==> src/rtl/acc_chk_pkg.sv <==
package acc_chk_pkg;

    localparam int OP0_W   = 2;
    localparam int OP1_W   = 3;
    localparam int CRN_W   = 4;
    localparam int CRM_W   = 4;
    localparam int OP2_W   = 3;
    localparam int ENC_W   = OP0_W + OP1_W + CRN_W + CRM_W + OP2_W;
    localparam int LEVEL_W = 2;
    localparam int CLASS_W = 6;

    localparam logic [CLASS_W-1:0] TRAP_CLASS = 6'h18;

    typedef enum logic [1:0] {
        OUT_PERMIT  = 2'd0,
        OUT_UNDEF   = 2'd1,
        OUT_TRAP_L2 = 2'd2,
        OUT_TRAP_L3 = 2'd3
    } outcome_e;

    typedef enum logic [1:0] {
        ST_IDLE  = 2'd0,
        ST_FRESH = 2'd1,
        ST_HELD  = 2'd2
    } fsm_e;

    typedef struct packed {
        logic [OP0_W-1:0] op0;
        logic [OP1_W-1:0] op1;
        logic [CRN_W-1:0] crn;
        logic [CRM_W-1:0] crm;
        logic [OP2_W-1:0] op2;
    } enc_t;

endpackage

==> src/rtl/acc_decode.sv <==
module acc_decode
    import acc_chk_pkg::*;
#(
    parameter logic [OP0_W-1:0] P_OP0    = 2'd3,
    parameter logic [OP1_W-1:0] P_OP1_L2 = 3'd4,
    parameter logic [OP1_W-1:0] P_OP1_L1 = 3'd0,
    parameter logic [CRN_W-1:0] P_CRN    = 4'd2,
    parameter logic [CRM_W-1:0] P_CRM    = 4'd6,
    parameter logic [OP2_W-1:0] P_OP2    = 3'd2
) (
    input  logic [ENC_W-1:0] enc,
    output logic             hit,
    output logic             name_l2
);
    enc_t f;
    logic common_ok;
    logic is_l2;
    logic is_l1;

    always_comb begin
        f         = enc_t'(enc);
        common_ok = (f.op0 == P_OP0) && (f.crn == P_CRN) &&
                    (f.crm == P_CRM) && (f.op2 == P_OP2);
        is_l2     = common_ok && (f.op1 == P_OP1_L2);
        is_l1     = common_ok && (f.op1 == P_OP1_L1);
        hit       = is_l2 || is_l1;
        name_l2   = is_l2;
    end
endmodule

==> src/rtl/acc_priority.sv <==
module acc_priority
    import acc_chk_pkg::*;
(
    input  logic               name_l2,
    input  logic [LEVEL_W-1:0] level,
    input  logic               has_top,
    input  logic               feat,
    input  logic               top_en,
    input  logic               prio_undef,
    input  logic               dbg_undef,
    input  logic               nested,
    input  logic               host,
    output outcome_e           outcome,
    output logic               tgt_l2
);
    localparam logic [LEVEL_W-1:0] LV0 = LEVEL_W'(0);
    localparam logic [LEVEL_W-1:0] LV1 = LEVEL_W'(1);
    localparam logic [LEVEL_W-1:0] LV3 = LEVEL_W'(3);

    logic top_gate_shut;
    outcome_e gate_out;

    always_comb begin
        top_gate_shut = has_top && !top_en;
        if (top_gate_shut && prio_undef)      gate_out = OUT_UNDEF;
        else if (top_gate_shut && dbg_undef)  gate_out = OUT_UNDEF;
        else if (top_gate_shut)               gate_out = OUT_TRAP_L3;
        else                                  gate_out = OUT_PERMIT;
    end

    always_comb begin
        outcome = OUT_PERMIT;
        tgt_l2  = 1'b0;
        if (!feat) begin
            outcome = OUT_UNDEF;
        end else if (level == LV0) begin
            outcome = OUT_UNDEF;
        end else if (level == LV1 && name_l2) begin
            outcome = nested ? OUT_TRAP_L2 : OUT_UNDEF;
        end else if (level == LV3) begin
            outcome = OUT_PERMIT;
            tgt_l2  = name_l2;
        end else begin
            outcome = gate_out;
            tgt_l2  = (gate_out == OUT_PERMIT) &&
                      (name_l2 || (level == LEVEL_W'(2) && host));
        end
    end
endmodule

==> src/rtl/acc_gate_check.sv <==
module acc_gate_check
    import acc_chk_pkg::*;
(
    input  logic               clk,
    input  logic               rst_n,
    input  logic               req_valid,
    input  logic               req_write,
    input  logic [ENC_W-1:0]   req_enc,
    input  logic [LEVEL_W-1:0] cur_level,
    input  logic               top_level_present,
    input  logic               feat_present,
    input  logic               top_enable,
    input  logic               undef_prio,
    input  logic               undef_debug,
    input  logic               nested_virt,
    input  logic               host_mode,
    output logic               resp_valid,
    output logic               resp_hit,
    output logic [1:0]         resp_outcome,
    output logic [CLASS_W-1:0] resp_class,
    output logic               resp_l2_reg,
    output logic               resp_write
);
    logic     dec_hit;
    logic     dec_l2;
    outcome_e pri_out;
    logic     pri_tgt;
    fsm_e     state_q;
    fsm_e     state_d;
    outcome_e out_q;
    logic     is_trap;

    acc_decode u_dec (
        .enc     (req_enc),
        .hit     (dec_hit),
        .name_l2 (dec_l2)
    );

    acc_priority u_pri (
        .name_l2    (dec_l2),
        .level      (cur_level),
        .has_top    (top_level_present),
        .feat       (feat_present),
        .top_en     (top_enable),
        .prio_undef (undef_prio),
        .dbg_undef  (undef_debug),
        .nested     (nested_virt),
        .host       (host_mode),
        .outcome    (pri_out),
        .tgt_l2     (pri_tgt)
    );

    always_comb begin
        state_d = state_q;
        unique case (state_q)
            ST_IDLE:  state_d = req_valid ? ST_FRESH : ST_IDLE;
            ST_FRESH: state_d = req_valid ? ST_FRESH : ST_HELD;
            ST_HELD:  state_d = req_valid ? ST_FRESH : ST_HELD;
            default:  state_d = ST_IDLE;
        endcase
    end

    always_ff @(posedge clk) begin
        if (!rst_n) state_q <= ST_IDLE;
        else        state_q <= state_d;
    end

    always_comb is_trap = (pri_out == OUT_TRAP_L2) || (pri_out == OUT_TRAP_L3);

    always_ff @(posedge clk) begin
        if (!rst_n) begin
            resp_hit    <= 1'b0;
            out_q       <= OUT_PERMIT;
            resp_class  <= '0;
            resp_l2_reg <= 1'b0;
            resp_write  <= 1'b0;
        end else if (req_valid) begin
            resp_hit    <= dec_hit;
            out_q       <= dec_hit ? pri_out : OUT_PERMIT;
            resp_class  <= (dec_hit && is_trap) ? TRAP_CLASS : '0;
            resp_l2_reg <= dec_hit && pri_tgt;
            resp_write  <= req_write;
        end
    end

    always_comb begin
        resp_valid   = (state_q == ST_FRESH);
        resp_outcome = out_q;
    end

    AST_NOFEAT_UNDEF: assert property (@(posedge clk) disable iff (!rst_n)
        req_valid && dec_hit && !feat_present |=> resp_outcome == OUT_UNDEF);
    AST_LEVEL0_UNDEF: assert property (@(posedge clk) disable iff (!rst_n)
        req_valid && dec_hit && feat_present && cur_level == '0
        |=> resp_outcome == OUT_UNDEF);
    AST_TRAP_CLASS: assert property (@(posedge clk) disable iff (!rst_n)
        resp_outcome[1] |-> resp_class == TRAP_CLASS);
    AST_NOTRAP_CLASS: assert property (@(posedge clk) disable iff (!rst_n)
        !resp_outcome[1] |-> resp_class == '0);
    AST_TOP_PERMIT: assert property (@(posedge clk) disable iff (!rst_n)
        req_valid && dec_hit && feat_present && cur_level == 2'd3
        |=> resp_outcome == OUT_PERMIT);
    AST_MISS_QUIET: assert property (@(posedge clk) disable iff (!rst_n)
        req_valid && !dec_hit |=> !resp_hit && resp_outcome == OUT_PERMIT
                                  && !resp_l2_reg);
    AST_PULSE_ON: assert property (@(posedge clk) disable iff (!rst_n)
        req_valid |=> resp_valid);
    AST_PULSE_OFF: assert property (@(posedge clk) disable iff (!rst_n)
        !req_valid |=> !resp_valid);
    AST_RESULT_HOLD: assert property (@(posedge clk) disable iff (!rst_n)
        !req_valid |=> $stable(resp_outcome) && $stable(resp_class) &&
                       $stable(resp_l2_reg) && $stable(resp_hit));
    AST_L2REG_PERMIT: assert property (@(posedge clk) disable iff (!rst_n)
        resp_l2_reg |-> resp_outcome == OUT_PERMIT);
endmodule

==> config.mk <==
export PLATFORM = sky130hd
export DESIGN_NAME = acc_gate_check
export DESIGN_NICKNAME = d
export VERILOG_FILES = /design/src/rtl/acc_chk_pkg.sv /design/src/rtl/acc_decode.sv /design/src/rtl/acc_priority.sv /design/src/rtl/acc_gate_check.sv
export SDC_FILE = /design/constraint.sdc
export NUM_CORES = 1
export LEC_CHECK = 0
export ABC_AREA = 1
export BUFFER_PORTS_ARGS = -buffer_cell sky130_fd_sc_hd__buf_2
export CORE_MARGIN = 4
export CORE_UTILIZATION = 34
export CTS_CLUSTER_SIZE = 25
export DETAILED_ROUTE_END_ITERATION = 10
export PLACE_DENSITY = 0.64
export SLEW_MARGIN = 30
export SYNTH_ARGS = -nofsm -noshare
export SYNTH_HDL_FRONTEND = slang
export SYNTH_HIERARCHICAL = 1
export SYNTH_SLANG_ARGS = --single-unit
==> constraint.sdc <==
create_clock -name clk -period 1.4 [get_ports clk]
set_clock_uncertainty 0.15 [all_clocks]
set_input_delay 0.07 -clock clk [delete_from_list [all_inputs] [get_ports clk]]
set_output_delay 0.07 -clock clk [all_outputs]
set_load 0.1 [all_outputs]
==> flow_summary.json <==
{
  "p_total_mw": 0.591,
  "viasPerCell": 4.32,
  "grt_usage_pct": 11.4,
  "dr_total_vias": 618,
  "ys_types": 20,
  "critical-path-slowest-cell": "dfxtp_1",
  "final_cell_mix": "buf_2 (35), nand2_1 (23), nor2_1 (15)",
  "synth_mux_area_share_pct": 0,
  "port_buffers": 36,
  "core_area_mm2": 0.00156,
  "hp-start": "req_enc[12]",
  "synthXorXnorAreaFrac_pct": 0,
  "drt-wirelength-per-cell_um": 9.29,
  "synth_compound_area_share_pct": 3.63,
  "synth_warnings": 6,
  "cp.required_ns": 1.18,
  "maxSlewViolCount": 0,
  "pin_count": 41,
  "cts.htree.levels": 1,
  "start_util_pct": 37.6,
  "netlist_area_um2": 586,
  "drt-total-wl_mm": 1.33,
  "dp_cells": 137,
  "worstPathArrival_ns": 1.03,
  "fin_crit_sh_pct": 89.6,
  "dpl_cell_area_um2": 744,
  "syn_to_final_growth_pct": 36.5,
  "drcViolationCount": 0,
  "grt_max_degree": 9,
  "startpoint_type": "register",
  "final_common_cell": "buf_2",
  "synth_top_family_by_area": "simple AND/OR/NAND/NOR gates",
  "crit_path_max_incr_delay_ns": 0.34,
  "worstPathCellList": "inv_1, ha_1, buf_12",
  "finalCriticalPeriod_ns": 1.25,
  "crit_type": "reg2out",
  "die_h_um": 49.5,
  "finalWeightedCongestion": 0.771,
  "hold_violations": 0,
  "grt_pass1_vias": 595,
  "drt_first_iter_violations": 6,
  "netlist_instances": 89,
  "total_leakage_power_nw": 0.475,
  "startpoint": "state_q[1]$_SDFF_PN0_",
  "cts_buffers": 3,
  "ctsRootBufferMaster": "clkbuf_4",
  "synthAdderAreaFrac_pct": 6.41,
  "maxCapViolCount": 0,
  "layout-drive-gt1-share_pct": 37.8,
  "irDropWorstVdd_mv": 0.266,
  "reg2reg_depth": 4,
  "postCtsSetupRepairBufs": 0,
  "drtPass1Iterations": 4,
  "synthSimpleGateAreaFrac_pct": 40.8,
  "cts.sinks": 8,
  "finalNetCount": 161,
  "yosysSeqAreaShare_pct": 27.4,
  "design_area_um2": 800,
  "status": "finished clean",
  "cp_max_fo": 2,
  "cp-end-kind": "primary output",
  "holdCritPathClass": "in2reg",
  "ys_ff_latch": 8,
  "gr-total-overflow": 0,
  "ant_nets": 0,
  "clk_pin_slew_ns": 0.05,
  "setup_viol": 0,
  "finalNonFillerCells": 143,
  "r2r-start": "state_q[0]$_SDFF_PN0_",
  "rows": 14,
  "dp_hpwl_mm": 1.19,
  "ctsLongestPathBuffers": 2,
  "dieArea_mm2": 0.00245,
  "clock_latency_ns": 0.24,
  "cts_tree": "done",
  "timing.fmax_ghz": 0.797,
  "n_antenna_cell": 0,
  "power_density_mw_per_mm2": 739,
  "antenna_found_initial": 0,
  "hold_depth": 6,
  "avgSynthCellArea_um2": 6.58,
  "die_x_um": 49.5,
  "rsz0062_at_grt": "no",
  "grt_pass1_wl_mm": 2.22
}
==> Yosys cell counts (all sizes together) <==
cell type,n,area (um2)
a31oi,1,6.26
conb,1,3.75
dfxtp,8,160
nand2,25,98.8
o21ai,2,10.0
a21oi,1,5.00
nand4,3,18.8
nor2,18,86.3
nor3,1,10.0
ha,3,37.5
buf,7,68.8
inv,14,55.1
nand3,5,25.0
==> through the flow <==
step | utilization (%) | TNS [ns] | worst slack [ns] | hold WS (ns)
floorplan | - | 0 | 0.0493 | 0.0582
global placement | 47.8 | -0.00967 | -0.00967 | 0.154
detailed placement | 47.8 | -0.222 | -0.0798 | 0.156
CTS | 51.1 | 0 | 0.129 | 0.0742
global route | 51.3 | 0 | 0.0173 | 0.124
finish | 51.3 | 0 | 0.146 | 0.0800
==> worst max-delay path, delay by kind of cell, from the launching register on <==
family     cells  cell delay, ns
fa+ha+maj      1            0.21
buf+inv        2            0.24
flops          1            0.34
==> cells by family after synthesis <==
family          count (synthesis)
simple gates                   52
buf+inv                        21
flops                           8
compound gates                  4
fa+ha+maj                       3
other cells                     1
==> final cells by class <==
cell class	instances	area, um2
sequential	8	161
timing repair buffer	39	225
inverter	14	55.1
fill	168	759
clock buffer	3	22.5
tap	16	20.0
multi-input combinational	63	315
==> routing by layer <==
metal / up-vias / wire, um / global-route usage, %
met3: 0 / 84 / 1.51
met5: - / 0 / 0
met1: 259 / 558 / 12.1
li1: 338 / - / -
met2: 21 / 685 / 21.2
met4: 0 / 0 / 6.91
==> final timing paths <==
path,end,slack [ns]
worst max-delay path,resp_valid,0.15
worst min-delay path,resp_l2_reg$_SDFFE_PN0P_,0.08
worst max register to register,state_q[0]$_SDFF_PN0_,0.29
worst min register to register,resp_write$_SDFFE_PN0P_,0.29
==> timing repair <==
item	in CTS	in global routing
gates resized for setup	0	1
hold buffers	3	0
setup endpoints to repair	0	3
endpoints found under the hold margin	3	0
==> report_power, final <==
group          internal (mW)  switching, mW
Clock                 0.0975         0.0690
Combinational         0.0620          0.126
Sequential             0.233        0.00305
Note: power is estimated with default switching activity, not from simulation.
